## config.mk

```make
export PLATFORM = sky130hd
export DESIGN_NAME = uart_irq_status_ctrl
export DESIGN_NICKNAME = d
export VERILOG_FILES = /design/src/rtl/uart_irq_pkg.sv /design/src/rtl/uart_irq_thresh_reg.sv /design/src/rtl/uart_irq_raw_status.sv /design/src/rtl/uart_irq_sticky.sv /design/src/rtl/uart_irq_mask.sv /design/src/rtl/uart_irq_status_ctrl.sv
export SDC_FILE = /design/constraint.sdc
export NUM_CORES = 1
export LEC_CHECK = 0
export BUFFER_PORTS_ARGS = -buffer_cell sky130_fd_sc_hd__buf_2
export CAP_MARGIN = 20
export CORE_ASPECT_RATIO = 0.6
export CORE_MARGIN = 4
export CORE_UTILIZATION = 46
export CTS_BUF_LIST = sky130_fd_sc_hd__clkbuf_8
export CTS_CLUSTER_SIZE = 30
export DETAILED_ROUTE_END_ITERATION = 6
export HOLD_SLACK_MARGIN = 0.03
export PLACE_DENSITY = 0.89
export SYNTH_ARGS = -nofsm -noshare
export SYNTH_HDL_FRONTEND = slang
export SYNTH_SLANG_ARGS = --single-unit
```

## constraint.sdc

```tcl
create_clock -name clk -period 2.55 [get_ports clk]
set_clock_uncertainty 0.2 [all_clocks]
set_input_delay 0.765 -clock clk [delete_from_list [all_inputs] [get_ports clk]]
set_output_delay 0.765 -clock clk [all_outputs]
set_load 0.03 [all_outputs]
```

## src/rtl/uart_irq_pkg.sv

```systemverilog
// Package: bit positions and common widths for the UART interrupt status controller.
// Assumes a 32-bit register word; positions of the status bits are fixed by software.
package uart_irq_pkg;
    localparam int STAT_W       = 32;

    // raw status positions
    localparam int RAW_RX_TRIG  = 0;
    localparam int RAW_RX_EMPTY = 1;
    localparam int RAW_RX_FULL  = 2;
    localparam int RAW_TX_EMPTY = 3;
    localparam int RAW_TX_FULL  = 4;
    localparam int RAW_TX_TRIG  = 13;

    // sticky-only positions
    localparam int STK_RX_OVR   = 5;
    localparam int STK_FRAME    = 6;
    localparam int STK_PARITY   = 7;
    localparam int STK_RX_TMO   = 8;
    localparam int STK_MODEM    = 9;
    localparam int STK_TX_TRIG  = 10;
    localparam int STK_TX_OVF   = 12;

    // number of raw bits copied one to one into the sticky word
    localparam int DIRECT_BITS  = 5;
endpackage

```

## src/rtl/uart_irq_thresh_reg.sv

```systemverilog
// Module: one programmable trigger threshold register.
// Assumes the write strobe is a single-cycle pulse from the bus decoder.
module uart_irq_thresh_reg #(
    parameter int               TRIG_W   = 6,
    parameter logic [TRIG_W-1:0] RST_VAL = 6'h20
) (
    input  logic              clk,
    input  logic              rst_n,
    input  logic              load,
    input  logic [TRIG_W-1:0] load_val,
    output logic [TRIG_W-1:0] thresh
);
    // hold the threshold, reload on a write strobe
    always_ff @(posedge clk) begin
        if (!rst_n)     thresh <= RST_VAL;
        else if (load)  thresh <= load_val;
    end

    AST_THRESH_LOAD: assert property (@(posedge clk) disable iff (!rst_n)
        load |=> (thresh == $past(load_val)));
endmodule

```

## src/rtl/uart_irq_raw_status.sv

```systemverilog
// Module: combinational raw status from FIFO levels and trigger thresholds.
// Also produces the set vector that feeds the sticky word, with the TX trigger
// moved from its raw position to its sticky position.
// Assumes counts never exceed DEPTH.
module uart_irq_raw_status
    import uart_irq_pkg::*;
#(
    parameter int DEPTH  = 16,
    parameter int CNT_W  = 5,
    parameter int TRIG_W = 6
) (
    input  logic [CNT_W-1:0]  rx_cnt,
    input  logic [CNT_W-1:0]  tx_cnt,
    input  logic [TRIG_W-1:0] rx_trig,
    input  logic [TRIG_W-1:0] tx_trig,
    output logic [STAT_W-1:0] raw_word,
    output logic [STAT_W-1:0] raw_set
);
    localparam int CMP_W = (CNT_W > TRIG_W) ? CNT_W : TRIG_W;
    localparam logic [CNT_W-1:0] FULL_CNT = CNT_W'(DEPTH);

    logic [CMP_W-1:0] rx_cnt_x, tx_cnt_x, rx_trig_x, tx_trig_x;
    logic rx_at_trig, tx_at_trig;

    // widen both sides of the trigger compares to a common width
    always_comb begin
        rx_cnt_x  = CMP_W'(rx_cnt);
        tx_cnt_x  = CMP_W'(tx_cnt);
        rx_trig_x = CMP_W'(rx_trig);
        tx_trig_x = CMP_W'(tx_trig);
        rx_at_trig = (rx_cnt_x >= rx_trig_x);
        tx_at_trig = (tx_cnt_x >= tx_trig_x);
    end

    // assemble the raw status word
    always_comb begin
        raw_word               = '0;
        raw_word[RAW_RX_TRIG]  = rx_at_trig;
        raw_word[RAW_RX_EMPTY] = (rx_cnt == '0);
        raw_word[RAW_RX_FULL]  = (rx_cnt == FULL_CNT);
        raw_word[RAW_TX_EMPTY] = (tx_cnt == '0);
        raw_word[RAW_TX_FULL]  = (tx_cnt == FULL_CNT);
        raw_word[RAW_TX_TRIG]  = tx_at_trig;
    end

    // map raw conditions onto sticky positions
    always_comb begin
        raw_set                        = '0;
        raw_set[DIRECT_BITS-1:0]       = raw_word[DIRECT_BITS-1:0];
        raw_set[STK_TX_TRIG]           = raw_word[RAW_TX_TRIG];
    end

    always_comb begin
        AST_EMPTY_FULL_EXCL: assert (!(raw_word[RAW_RX_EMPTY] && raw_word[RAW_RX_FULL]));
    end
endmodule

```

## src/rtl/uart_irq_sticky.sv

```systemverilog
// Module: sticky interrupt status word with write-one-to-clear.
// A set request in the same cycle as a clear of that bit wins.
// Assumes set_vec holds only implemented bit positions.
module uart_irq_sticky #(
    parameter int W = 32
) (
    input  logic         clk,
    input  logic         rst_n,
    input  logic [W-1:0] set_vec,
    input  logic         clr_en,
    input  logic [W-1:0] clr_vec,
    output logic [W-1:0] sticky_q
);
    genvar b;
    generate
        for (b = 0; b < W; b++) begin : g_bit
            // one sticky bit: set beats clear, otherwise hold
            always_ff @(posedge clk) begin
                if (!rst_n)                      sticky_q[b] <= 1'b0;
                else if (set_vec[b])             sticky_q[b] <= 1'b1;
                else if (clr_en && clr_vec[b])   sticky_q[b] <= 1'b0;
            end
        end
    endgenerate

    AST_SET_WINS: assert property (@(posedge clk) disable iff (!rst_n)
        (set_vec != '0) |=> ((sticky_q & $past(set_vec)) == $past(set_vec)));
    AST_CLR_DROPS: assert property (@(posedge clk) disable iff (!rst_n)
        clr_en |=> ((sticky_q & $past(clr_vec & ~set_vec)) == '0));
    AST_NO_SPONTANEOUS_FALL: assert property (@(posedge clk) disable iff (!rst_n)
        !clr_en |=> ((sticky_q & $past(sticky_q)) == $past(sticky_q)));
endmodule

```

## src/rtl/uart_irq_mask.sv

```systemverilog
// Module: interrupt enable mask driven by set and clear strobes.
// A direct write strobe is accepted and has no effect; disable wins over enable.
module uart_irq_mask #(
    parameter int W = 32
) (
    input  logic         clk,
    input  logic         rst_n,
    input  logic         en_wr,
    input  logic         dis_wr,
    input  logic         direct_wr,
    input  logic [W-1:0] wdata,
    output logic [W-1:0] mask_q
);
    logic [W-1:0] after_en, mask_d;

    // apply the enable, then the disable, to form the next mask
    always_comb begin
        after_en = en_wr  ? (mask_q | wdata)    : mask_q;
        mask_d   = dis_wr ? (after_en & ~wdata) : after_en;
    end

    // register the mask
    always_ff @(posedge clk) begin
        if (!rst_n) mask_q <= '0;
        else        mask_q <= mask_d;
    end

    AST_DIRECT_IGNORED: assert property (@(posedge clk) disable iff (!rst_n)
        (direct_wr && !en_wr && !dis_wr) |=> $stable(mask_q));
    AST_EN_SETS: assert property (@(posedge clk) disable iff (!rst_n)
        (en_wr && !dis_wr) |=> ((mask_q & $past(wdata)) == $past(wdata)));
    AST_DIS_CLEARS: assert property (@(posedge clk) disable iff (!rst_n)
        dis_wr |=> ((mask_q & $past(wdata)) == '0));
endmodule

```

## src/rtl/uart_irq_status_ctrl.sv

```systemverilog
// Module: UART interrupt status controller (top).
// Combines the raw FIFO status, event pulses and software strobes into a sticky
// status word, an enable mask and one level interrupt.
// Assumes strobes and events are single-cycle and counts stay within FIFO_DEPTH.
module uart_irq_status_ctrl
    import uart_irq_pkg::*;
#(
    parameter int FIFO_DEPTH = 16,
    parameter int TRIG_W     = 6,
    parameter int TRIG_RST   = 32,
    parameter int CNT_W      = $clog2(FIFO_DEPTH + 1)
) (
    input  logic              clk,
    input  logic              rst_n,
    input  logic [CNT_W-1:0]  rx_count,
    input  logic [CNT_W-1:0]  tx_count,
    input  logic [STAT_W-1:0] wr_data,
    input  logic              wr_irq_en,
    input  logic              wr_irq_dis,
    input  logic              wr_irq_mask,
    input  logic              wr_stat_clr,
    input  logic              wr_rx_thresh,
    input  logic              wr_tx_thresh,
    input  logic              ev_rx_overrun,
    input  logic              ev_frame_err,
    input  logic              ev_parity_err,
    input  logic              ev_rx_timeout,
    input  logic              ev_modem,
    input  logic              ev_tx_overflow,
    output logic [STAT_W-1:0] raw_status,
    output logic [STAT_W-1:0] irq_status,
    output logic [STAT_W-1:0] irq_mask,
    output logic              irq
);
    localparam logic [TRIG_W-1:0] TRIG_RST_V = TRIG_W'(TRIG_RST);

    logic [TRIG_W-1:0] rx_trig, tx_trig;
    logic [STAT_W-1:0] raw_set, event_set, set_all;

    uart_irq_thresh_reg #(.TRIG_W(TRIG_W), .RST_VAL(TRIG_RST_V)) u_rx_thresh (
        .clk(clk), .rst_n(rst_n), .load(wr_rx_thresh),
        .load_val(wr_data[TRIG_W-1:0]), .thresh(rx_trig));

    uart_irq_thresh_reg #(.TRIG_W(TRIG_W), .RST_VAL(TRIG_RST_V)) u_tx_thresh (
        .clk(clk), .rst_n(rst_n), .load(wr_tx_thresh),
        .load_val(wr_data[TRIG_W-1:0]), .thresh(tx_trig));

    uart_irq_raw_status #(.DEPTH(FIFO_DEPTH), .CNT_W(CNT_W), .TRIG_W(TRIG_W)) u_raw (
        .rx_cnt(rx_count), .tx_cnt(tx_count), .rx_trig(rx_trig), .tx_trig(tx_trig),
        .raw_word(raw_status), .raw_set(raw_set));

    // place the event pulses at their sticky positions and merge with raw sets
    always_comb begin
        event_set             = '0;
        event_set[STK_RX_OVR] = ev_rx_overrun;
        event_set[STK_FRAME]  = ev_frame_err;
        event_set[STK_PARITY] = ev_parity_err;
        event_set[STK_RX_TMO] = ev_rx_timeout;
        event_set[STK_MODEM]  = ev_modem;
        event_set[STK_TX_OVF] = ev_tx_overflow;
        set_all               = raw_set | event_set;
    end

    uart_irq_sticky #(.W(STAT_W)) u_sticky (
        .clk(clk), .rst_n(rst_n), .set_vec(set_all),
        .clr_en(wr_stat_clr), .clr_vec(wr_data), .sticky_q(irq_status));

    uart_irq_mask #(.W(STAT_W)) u_mask (
        .clk(clk), .rst_n(rst_n), .en_wr(wr_irq_en), .dis_wr(wr_irq_dis),
        .direct_wr(wr_irq_mask), .wdata(wr_data), .mask_q(irq_mask));

    // level interrupt from enabled sticky bits
    always_comb begin
        irq = |(irq_mask & irq_status);
    end

    AST_RAW_TO_STICKY: assert property (@(posedge clk) disable iff (!rst_n)
        raw_status[RAW_RX_EMPTY] |=> irq_status[RAW_RX_EMPTY]);
    AST_TXTRIG_REMAP: assert property (@(posedge clk) disable iff (!rst_n)
        raw_status[RAW_TX_TRIG] |=> irq_status[STK_TX_TRIG]);
    AST_OVERRUN_KEPT: assert property (@(posedge clk) disable iff (!rst_n)
        ev_rx_overrun |=> irq_status[STK_RX_OVR]);
    AST_UNUSED_STICKY_ZERO: assert property (@(posedge clk) disable iff (!rst_n)
        (irq_status[STAT_W-1:13] == '0) && !irq_status[11]);
endmodule

```

# After elaboration in Yosys (flattened, before gate mapping)
# Cells that the tools add are included.
# W data, S select, Z words.
[classes]
order_cmp = 2
n_eq_ne = 2
muxes = 66
bitwise = 5
reduce_logical = 67
[op_table]
columns = ["cell", "n"]
rows = [
  ["$and A32 B32 Y32", 2],
  ["$mux W1", 64],
  ["$mux W32", 2],
  ["$reduce_bool A2 Y1", 32],
  ["$logic_and A1 B1 Y1", 32],
  ["$not A32 Y32", 1],
  ["$or A32 B32 Y32", 1],
  ["$reduce_or A32 Y1", 1],
  ["$or A11 B13 Y13", 1],
  ["$ge A5 B6 Y1", 2],
  ["$eq A5 B5 Y1 const B", 2],
  ["$logic_not A5 Y1", 2],
]
[word_totals]
register_bits = 76
inputBits = 56
output_inout_bits = 97
elab_cells = 177

# Depth between registers and ports, before layout
# Gate-level depths: netlist of run 1.
[depth]
ltp_word = 4
mapped_depth = 6
depth_no_buf = 6

# Hierarchy
# From an unflattened synthesis of run 1, not the netlist that was laid out.
[hier_totals]
hier_cells = 404
area_unflattened_um2 = 3804.9
[modules_own_cells]
columns = ["module", "instances", "cells_per_inst", "area_per_inst_um2"]
rows = [
  ["uart_irq_mask", 1, 106, 1271.2],
  ["uart_irq_sticky", 1, 134, 1151.1],
  ["uart_irq_raw_status", 1, 99, 734.5],
  ["uart_irq_thresh_reg", 2, 19, 226.5],
  ["uart_irq_status_ctrl", 1, 27, 195.2],
]

# Worst setup path after synthesis of run 1
# Ideal clock, no wire load.
[synth_timing]
path_type = "input-to-output"
from = "input tx_count[1]"
to = "output raw_status[3]"
arrival_time_ps = 1616
required_time_ps = 1585
slack_ps = -31
stages = 2
n_path_buf = 0
cell_sequence = "or4_4 -> nor2_2"
[synth_between]
elab_chain_cells = 1
[synth_lines]
columns = ["element", "line_no", "text"]
rows = [
  ["start, declared", "uart_irq_status_ctrl.sv:16", "input logic [CNT_W-1:0] tx_count,"],
  ["$logic_not A5 Y1", "uart_irq_raw_status.sv:41", "raw_word[RAW_TX_EMPTY] = (tx_cnt == '0);"],
  ["end, declared", "uart_irq_status_ctrl.sv:30", "output logic [STAT_W-1:0] raw_status,"],
]
# No other way between the ends.

# Worst setup path in the final report of run 1
[layout_timing]
from = "input rx_count[1]"
to = "output raw_status[1]"
[layout_between]
elab_chain_cells = 1
[layout_lines]
columns = ["element", "line_no", "text"]
rows = [
  ["start, declared", "uart_irq_status_ctrl.sv:15", "input logic [CNT_W-1:0] rx_count,"],
  ["$logic_not A5 Y1", "uart_irq_raw_status.sv:39", "raw_word[RAW_RX_EMPTY] = (rx_cnt == '0);"],
]
# No other way between the ends.

==> out/summary.md, run 1 <==
• detailed-route wire length per cell: 13.7 um
• part of the total power dissipated in sequential elements: 50.1%
• RSZ-0062 raised after global routing: true
• post-placement worst setup slack: -0.208 ns
• slowest CP cell: or4_4
• # nets final: 525
• diode insertion count for antenna repair: 0
• slowest stage delay, CP: 0.57 ns
• number of instances in the synthesized netlist: 353
• most area-consuming cells after synthesis: dfxtp_1, buf_4, nand2_1, a21oi_1, ha_1
• Clock Path Buffers: 2
• post-route cell area: 3570 sq um
• number of input and output port buffers inserted: 105
• slew at the pin closest to its max-slew limit: 0.632 ns
• cell accounting for the most synthesized area: dfxtp_1
• average via count per standard cell: 4.76
• initial drt markers: 105
• layout overhead on the synthesized area: 26.7%
• Period Utilization, post-route: 105%
• Worst IR Drop VDD: 276 uV
• CTS tree: built
• first-pass GRT wire length: 10.5 mm
• via count of the first global-routing pass: 2276
• register area share after synthesis: 39.7%
• count of H-tree levels built during CTS: 2
• highest clock rate: 373 MHz
• FF+latch count, synth: 56
• CP top delay family: simple AND/OR/NAND/NOR gates
• Distinct cells, synth: 26
• proportion of power drawn by the clock network: 23.0%
• layout filler cell count: 521
• Inst Count DP: 529
• startpoint type of the worst setup path: input pin
• overall power: 1.91 mW
• hold slack final: 0.277 ns
• DIE WIDTH: 109 um
• Max Cap Violations: 0
• Switching Fraction: 33.1%
• total wire length after detailed routing: 7.37 mm
• global router's overall resource usage: 17.9%
• detailed-router iteration count before antenna repair: 4
• most used cells in the layout excluding fill and tap cells: buf_2, nand2_1, dfxtp_1
• antenna-violating nets left: 0
• data arrival time at the worst-slack endpoint: 1.71 ns
• area after detailed placement: 3280 sq um
• sequential cell area: 1120 sq um
• crit path time final: 2.68 ns
• initial antenna violation count: 0
• overflow left after global routing: 0
• remaining design rule violation count: 0
• number of warnings reported in the yosys synthesis log: 0
• worst min path class: reg -> reg
• worst setup margin: -0.130 ns
• area of the multi-input gates: 1530 sq um
• synthesized cell area: 2820 sq um
• clock insertion delay at the later pin of the skew report: 0.29 ns
• number of max-slew violations in the final report: 0
• dpl hpwl: 5.42 mm
• core area: 5750 sq um
• pin count of the biggest net entering global routing: 35
• ratio of cells with drive above 1 in the final layout: 33.1%
• switching power: 0.632 mW
• die height: 68.7 um
• CP endpoint kind: primary output
• share of power burned in combinational logic: 26.9%
• leakage power of the design: 1.83 nW
• register clock-pin slew on the reported worst setup and hold paths: 0.09 ns
• sequence of cells on the critical path: buf_6 > or4_4 > nor2_4 > buf_6
• Yosys top cell area share: 39.7%
• die outline area: 7490 sq um
• cell with the most instances on the worst path: buf_6
• IO Count: 153
• total power per unit cell area: 535 nW/um^2
• final hold vios: 0
• TritonCTS buffer count: 5
• status: complete, but fails checks
• maximum fanout along the worst path: 2
• combined buffer and inverter count along the critical path: 2
• total via count in the routed design: 2564
• most common library cell in the layout ignoring fill and taps: buf_2
• internal power summed over all cells: 1.28 mW
• GP Congestion: 0.863
• non-filler instance count after layout: 539
• violations in the final reports: negative setup slack
• Starting Density: 49.0%
• WP data required: 1.59 ns
• root buf cell: clkbuf_8
• average size of a mapped cell: 7.99 sq um
• slew margin rel.: 57.8%
• cell row count: 21
• Num Clock Sinks: 56
• critical path type: in -> out
• Setup violations, final: 6
-- per-stage QoR --
| stage | setup TNS (ns) | util (%) |
|---|---|---|
| 5_1_grt | -0.733 | 62.1 |
| 3_3_place_gp | -0.954 | 57.0 |
| 4_1_cts | -0.654 | 60.9 |
| 2_1_floorplan | -0.0625 | - |
| 6_report | -0.615 | 62.1 |
| 3_5_place_dp | -1.07 | 57.0 |
-- layout make-up --
cell class                      instances  share of cell area (%)
Clock buffer                            5                    1.93
Clock inverter                          2                   0.245
Inverter                               12                    1.26
Multi-Input combinational cell        267                    42.8
Sequential cell                        56                    31.4
Tap cell                               80                    2.80
Timing Repair Buffer                  117                    19.6
-- per-layer routing --
metal / track usage (%) / wire (um) / vias up
met3: 5.58 / 725 / 6
met5: 0 / 0 / -
li1: - / - / 1267
met2: 31.1 / 3620 / 122
met1: 22.0 / 2960 / 1169
met4: 4.09 / 61 / 0
-- cells in the mapped netlist --
library cell	count
nand2_1	76
dfxtp_1	56
buf_4	48
a21oi_1	42
nor2_1	32
nor2b_1	16
clkbuf_1	14
inv_1	12
mux2i_1	12
ha_1	10
a21oi_2	4
nor2b_2	4
a221oi_1	3
a22o_1	3
a21boi_0	2
a21o_1	2
nand2b_1	2
nand4b_1	2
nor2_2	2
nor2_4	2
o21a_1	2
o22ai_1	2
or4_4	2
buf_2	1
conb_1	1
nand3_1	1
-- power groups by stage --
stage / combinational, mW / clock, mW / sequential [mW]
finish: 0.514 / 0.439 / 0.957
global route: 0.560 / 0.501 / 0.964
CTS: 0.496 / 0.464 / 0.956
detailed placement: 0.469 / 0 / 0.975
global placement: 0.456 / 0 / 0.972
floorplan: 0.307 / 0 / 1.05
-- worst reg2reg max path, stage by stage (launching register included) --
cell     delay (ns)
dfxtp_1        0.34
inv_1          0.07
ha_4           0.22
a21o_1         0.16
a21oi_2        0.13
o22ai_2        0.10
buf_4          0.14
buf_4          0.12
o21a_1         0.17
-- kinds of logic after synthesis --
kind of cell,Yosys count,share of synthesized area (%)
simple gates,139,22.4
buf+inv,75,16.4
compound gates,60,12.6
flops,56,39.7
mux,12,4.26
fa+ha+maj,10,4.43
other cells,1,0.133
-- worst paths after layout --
kind	startpoint	endpoint	slack, ns	cells past startpoint
worst max-delay path	rx_count[1]	raw_status[1]	-0.13	4
worst min register to register	flip-flop	flip-flop	0.28	2
worst min-delay path	flip-flop	flip-flop	0.28	2
worst max register to register	u_rx_thresh.thresh[3]$_SDFFE_PN0P_	u_sticky.sticky_q[0]$_SDFFE_PN0P_	0.80	8
-- repair_timing --
| item | CTS | global route |
|---|---|---|
| pin swaps | 11 | 10 |
| hold endpoints to repair | 0 | 0 |
| cloned | 0 | 0 |
| buffers inserted | 2 | 1 |
| endpoints found under the setup margin | 6 | 7 |
| gates resized for setup | 28 | 9 |
| hold buffers | 0 | 0 |
Power figures use the tool's default switching activity.
==> inputs of run 2 (changes only) <==
--- a/config.mk
+++ b/config.mk
@@ -15,6 +15,7 @@
 export DETAILED_ROUTE_END_ITERATION = 6
 export HOLD_SLACK_MARGIN = 0.03
 export PLACE_DENSITY = 0.89
+export SKIP_CTS_REPAIR_TIMING = 1
 export SYNTH_ARGS = -nofsm -noshare
 export SYNTH_HDL_FRONTEND = slang
 export SYNTH_SLANG_ARGS = --single-unit
==> out/summary.md, run 2 (synthesis gave the netlist of run 1 again) <==
• total wire length after detailed routing: 7.13 mm
• initial drt markers: 117
• total power per unit cell area: 540 nW/um^2
• global router's overall resource usage: 17.4%
• detailed-router iteration count before antenna repair: 4
• via count of the first global-routing pass: 2253
• Setup violations, final: 6
• CP endpoint kind: primary output
• Worst IR Drop VDD: 277 uV
• overflow left after global routing: 0
• slew at the pin closest to its max-slew limit: 0.626 ns
• dpl hpwl: 5.42 mm
• violations in the final reports: negative setup slack
• Util after Layout: 61.1%
• Period Utilization, post-route: 105%
• Num Clock Sinks: 56
• final hold vios: 0
• RSZ-0062 raised after global routing: true
• antenna-violating nets left: 0
• area after detailed placement: 3280 sq um
• WP data required: 1.59 ns
• CTS tree: built
• post-route cell area: 3510 sq um
• root buf cell: clkbuf_8
• register clock-pin slew on the reported worst setup and hold paths: 0.09 ns
• TritonCTS buffer count: 5
• setup slack of the most critical reg-to-reg path: 0.80 ns
• slew margin rel.: 58.3%
• DIE WIDTH: 109 um
• count of cells along the worst hold path: 2
• GP Congestion: 0.863
• detailed-route wire length per cell: 13.3 um
• leakage power of the design: 1.82 nW
• die height: 68.7 um
• number of max-slew violations in the final report: 0
• number of input and output port buffers inserted: 105
• total via count in the routed design: 2495
• core area: 5750 sq um
• count of H-tree levels built during CTS: 2
• data arrival time at the worst-slack endpoint: 1.71 ns
• critical path type: in -> out
• die outline area: 7490 sq um
• diode insertion count for antenna repair: 0
• IO Count: 153
• pin count of the biggest net entering global routing: 35
• worst setup margin: -0.129 ns
• crit path time final: 2.68 ns
• layout overhead on the synthesized area: 24.6%
• first-pass GRT wire length: 10.3 mm
• Starting Density: 49.0%
• average via count per standard cell: 4.64
• most common library cell in the layout ignoring fill and taps: buf_2
• status: complete, but fails checks
• highest clock rate: 373 MHz
• ratio of cells with drive above 1 in the final layout: 32.3%
• worst min path class: reg -> reg
• clock insertion delay at the later pin of the skew report: 0.29 ns
• # nets final: 524
• launch point of the worst reg-to-reg path: u_rx_thresh.thresh[3]$_SDFFE_PN0P_
• cell count of the worst reg-to-reg path: 8
• initial antenna violation count: 0
• most used cells in the layout excluding fill and tap cells: buf_2, nand2_1, dfxtp_1
• Max Cap Violations: 0
• worst reg2reg path endpoint: u_sticky.sticky_q[0]$_SDFFE_PN0P_
• Clock Path Buffers: 2
• startpoint type of the worst setup path: input pin
• cell row count: 21
• remaining design rule violation count: 0
• maximum fanout along the worst path: 2
[run 2: report_power, final]
| part | switching [mW] | total (mW) | internal (mW) |
|---|---|---|---|
| registers | 0.0337 | 0.958 | 0.924 |
| logic | 0.338 | 0.500 | 0.162 |
| clock network | 0.258 | 0.442 | 0.184 |
[run 2: layer usage]
layer  up-vias  part of all wire, %  global-route usage, %
met5         -                    0                      0
met1      1130                   42                   21.9
met2        99                   48                   30.0
met3         2                   10                   5.49
li1       1264                    -                      -
met4         0                 0.24                   2.99
[run 2: final cells by class]
class                           count  area (sq um)
Inverter                           12          45.0
Fill cell                         528          2240
Sequential cell                    56          1120
Clock buffer                        5          68.8
Tap cell                           80           100
Clock inverter                      2          8.76
Timing Repair Buffer              116           674
Multi-Input combinational cell    267          1500
[run 2: worst max-delay path by stage]
stage | start | end | slack, ns
floorplan | tx_count[1] | raw_status[3] | -0.03
global placement | rx_count[3] | raw_status[0] | -0.18
detailed placement | tx_count[3] | raw_status[13] | -0.21
CTS | tx_count[3] | raw_status[13] | -0.21
global route | rx_count[1] | raw_status[0] | -0.15
finish | rx_count[1] | raw_status[0] | -0.13
[run 2: worst max-delay path, stage by stage]
cell     delay, ns
buf_6         0.09
buf_4         0.12
ha_1          0.31
a21oi_2       0.17
o22ai_2       0.11
buf_6         0.15
[run 2: metrics by stage]
step	cells	hold slack [ns]	TNS (ns)	power, mW	setup WS [ns]
5_1_grt	538	0.310	-0.786	2.01	-0.152
3_3_place_gp	529	0.244	-0.954	1.43	-0.180
2_1_floorplan	398	0.256	-0.0625	1.35	-0.0313
4_1_cts	536	0.280	-1.08	1.89	-0.211
3_5_place_dp	529	0.256	-1.07	1.44	-0.208
6_report	538	0.277	-0.665	1.90	-0.129
==> inputs of run 3 (changes only) <==
--- a/config.mk
+++ b/config.mk
@@ -7,14 +7,14 @@
 export LEC_CHECK = 0
 export BUFFER_PORTS_ARGS = -buffer_cell sky130_fd_sc_hd__buf_2
 export CAP_MARGIN = 20
-export CORE_ASPECT_RATIO = 0.6
+export CORE_ASPECT_RATIO = 1.75
 export CORE_MARGIN = 4
-export CORE_UTILIZATION = 46
+export CORE_UTILIZATION = 40
 export CTS_BUF_LIST = sky130_fd_sc_hd__clkbuf_8
 export CTS_CLUSTER_SIZE = 30
 export DETAILED_ROUTE_END_ITERATION = 6
 export HOLD_SLACK_MARGIN = 0.03
-export PLACE_DENSITY = 0.89
+export PLACE_DENSITY = 0.8
 export SKIP_CTS_REPAIR_TIMING = 1
 export SYNTH_ARGS = -nofsm -noshare
 export SYNTH_HDL_FRONTEND = slang
==> out/summary.md, run 3 (synthesis gave the netlist of run 1 again) <==
• status: complete, but fails checks
• violations in the final reports: negative setup slack
• count of cells along the worst hold path: 2
• overflow left after global routing: 0
• data arrival time at the worst-slack endpoint: 1.71 ns
• TritonCTS buffer count: 5
• count of H-tree levels built during CTS: 2
• total via count in the routed design: 2548
• remaining design rule violation count: 0
• ratio of cells with drive above 1 in the final layout: 33.3%
• slowest stage delay, CP: 0.57 ns
• highest clock rate: 374 MHz
• # nets final: 528
• clock insertion delay at the later pin of the skew report: 0.30 ns
• die outline area: 8510 sq um
• cell row count: 40
• CP endpoint kind: primary output
• area of the multi-input gates: 1510 sq um
• register clock-pin slew on the reported worst setup and hold paths: 0.09 ns
• slew margin rel.: 57.4%
• slowest CP cell: or4_4
• number of input and output port buffers inserted: 105
• initial antenna violation count: 0
• worst setup margin: -0.126 ns
• CTS tree: built
• launch point of the worst reg-to-reg path: u_rx_thresh.thresh[3]$_SDFFE_PN0P_
• Post-Route Setup TNS: -0.653 ns
• post-placement worst setup slack: -0.220 ns
• cell count of the worst reg-to-reg path: 8
• Clock Path Buffers: 2
• Worst IR Drop VDD: 456 uV
• critical path type: in -> out
• RSZ-0062 raised after global routing: true
• hold slack final: 0.275 ns
• worst min path class: reg -> reg
• WP data required: 1.59 ns
• combined buffer and inverter count along the critical path: 2
• setup slack of the most critical reg-to-reg path: 0.75 ns
• final hold vios: 0
• average via count per standard cell: 4.66
• layout overhead on the synthesized area: 27.1%
• root buf cell: clkbuf_8
• CP top delay family: simple AND/OR/NAND/NOR gates
• global router's overall resource usage: 16.1%
• IO Count: 153
• Setup violations, final: 6
• crit path time final: 2.68 ns
• core area: 6860 sq um
• Inst Count DP: 534
• Starting Density: 41.1%
• initial drt markers: 89
• DIE WIDTH: 71.5 um
• total power per unit cell area: 545 nW/um^2
• pin count of the biggest net entering global routing: 57
• non-filler instance count after layout: 547
• sequential cell area: 1120 sq um
• most common library cell in the layout ignoring fill and taps: buf_2
• Max Cap Violations: 0
• Num Clock Sinks: 56
• via count of the first global-routing pass: 2410
• number of max-slew violations in the final report: 0
• sequence of cells on the critical path: buf_6 > or4_4 > nor2_4 > buf_6
• diode insertion count for antenna repair: 0
• overall power: 1.95 mW
• layout filler cell count: 617
• most used cells in the layout excluding fill and tap cells: buf_2, nand2_1, dfxtp_1
• die height: 119 um
• Period Utilization, post-route: 105%
• GP Congestion: 0.851
• maximum fanout along the worst path: 2
• startpoint type of the worst setup path: input pin
• cell with the most instances on the worst path: buf_6
• antenna-violating nets left: 0
• detailed-router iteration count before antenna repair: 4
• worst reg2reg path endpoint: u_sticky.sticky_q[0]$_SDFFE_PN0P_
• first-pass GRT wire length: 10.9 mm
• total wire length after detailed routing: 7.21 mm
• detailed-route wire length per cell: 13.2 um
• leakage power of the design: 1.85 nW
• dpl hpwl: 5.16 mm
• slew at the pin closest to its max-slew limit: 0.639 ns
[run 3: stage by stage]
stage / utilization [%] / area [sq um]
2_1_floorplan: - / 2990
3_3_place_gp: 47.8 / 3280
4_1_cts: 49.2 / 3370
5_1_grt: 52.3 / 3580
3_5_place_dp: 47.8 / 3280
6_report: 52.3 / 3580
[run 3: layout make-up]
cell class                      instances  area share (%)
Clock buffer                            6            2.30
Clock inverter                          2           0.314
Inverter                               12            1.26
Multi-Input combinational cell        267            42.1
Sequential cell                        56            31.3
Tap cell                               84            2.93
Timing Repair Buffer                  120            19.8
[run 3: layer usage]
layer | share of wire, % | wire length, um | vias up | GRT usage [%]
met5 | 0 | 0 | - | 0
met4 | 3.3 | 238 | 0 | 7.41
met3 | 9.2 | 662 | 16 | 5.24
met2 | 51 | 3700 | 113 | 29.1
met1 | 36 | 2610 | 1153 | 16.2
li1 | - | - | 1266 | -
[run 3: worst reg2reg max path, cell delays in order (launching register included)]
cell	delay, ns
dfxtp_1	0.34
inv_1	0.07
ha_4	0.24
a21o_1	0.18
a21oi_2	0.14
o22ai_2	0.11
buf_4	0.14
buf_4	0.12
o21a_1	0.16
[run 3: how the worst max path moves through the flow]
stage	from	end	slack (ns)	cells past startpoint
2_1_floorplan	tx_count[1]	raw_status[3]	-0.03	2
3_3_place_gp	rx_count[3]	raw_status[0]	-0.18	6
3_5_place_dp	rx_count[3]	raw_status[0]	-0.22	6
4_1_cts	rx_count[3]	raw_status[0]	-0.23	6
5_1_grt	tx_count[3]	raw_status[13]	-0.15	6
6_report	tx_count[2]	raw_status[4]	-0.13	4
[run 3: power by group]
| group | switching, mW | internal, mW |
|---|---|---|
| Sequential | 0.0325 | 0.924 |
| Combinational | 0.337 | 0.166 |
| Clock | 0.275 | 0.217 |
| Total | 0.645 | 1.31 |
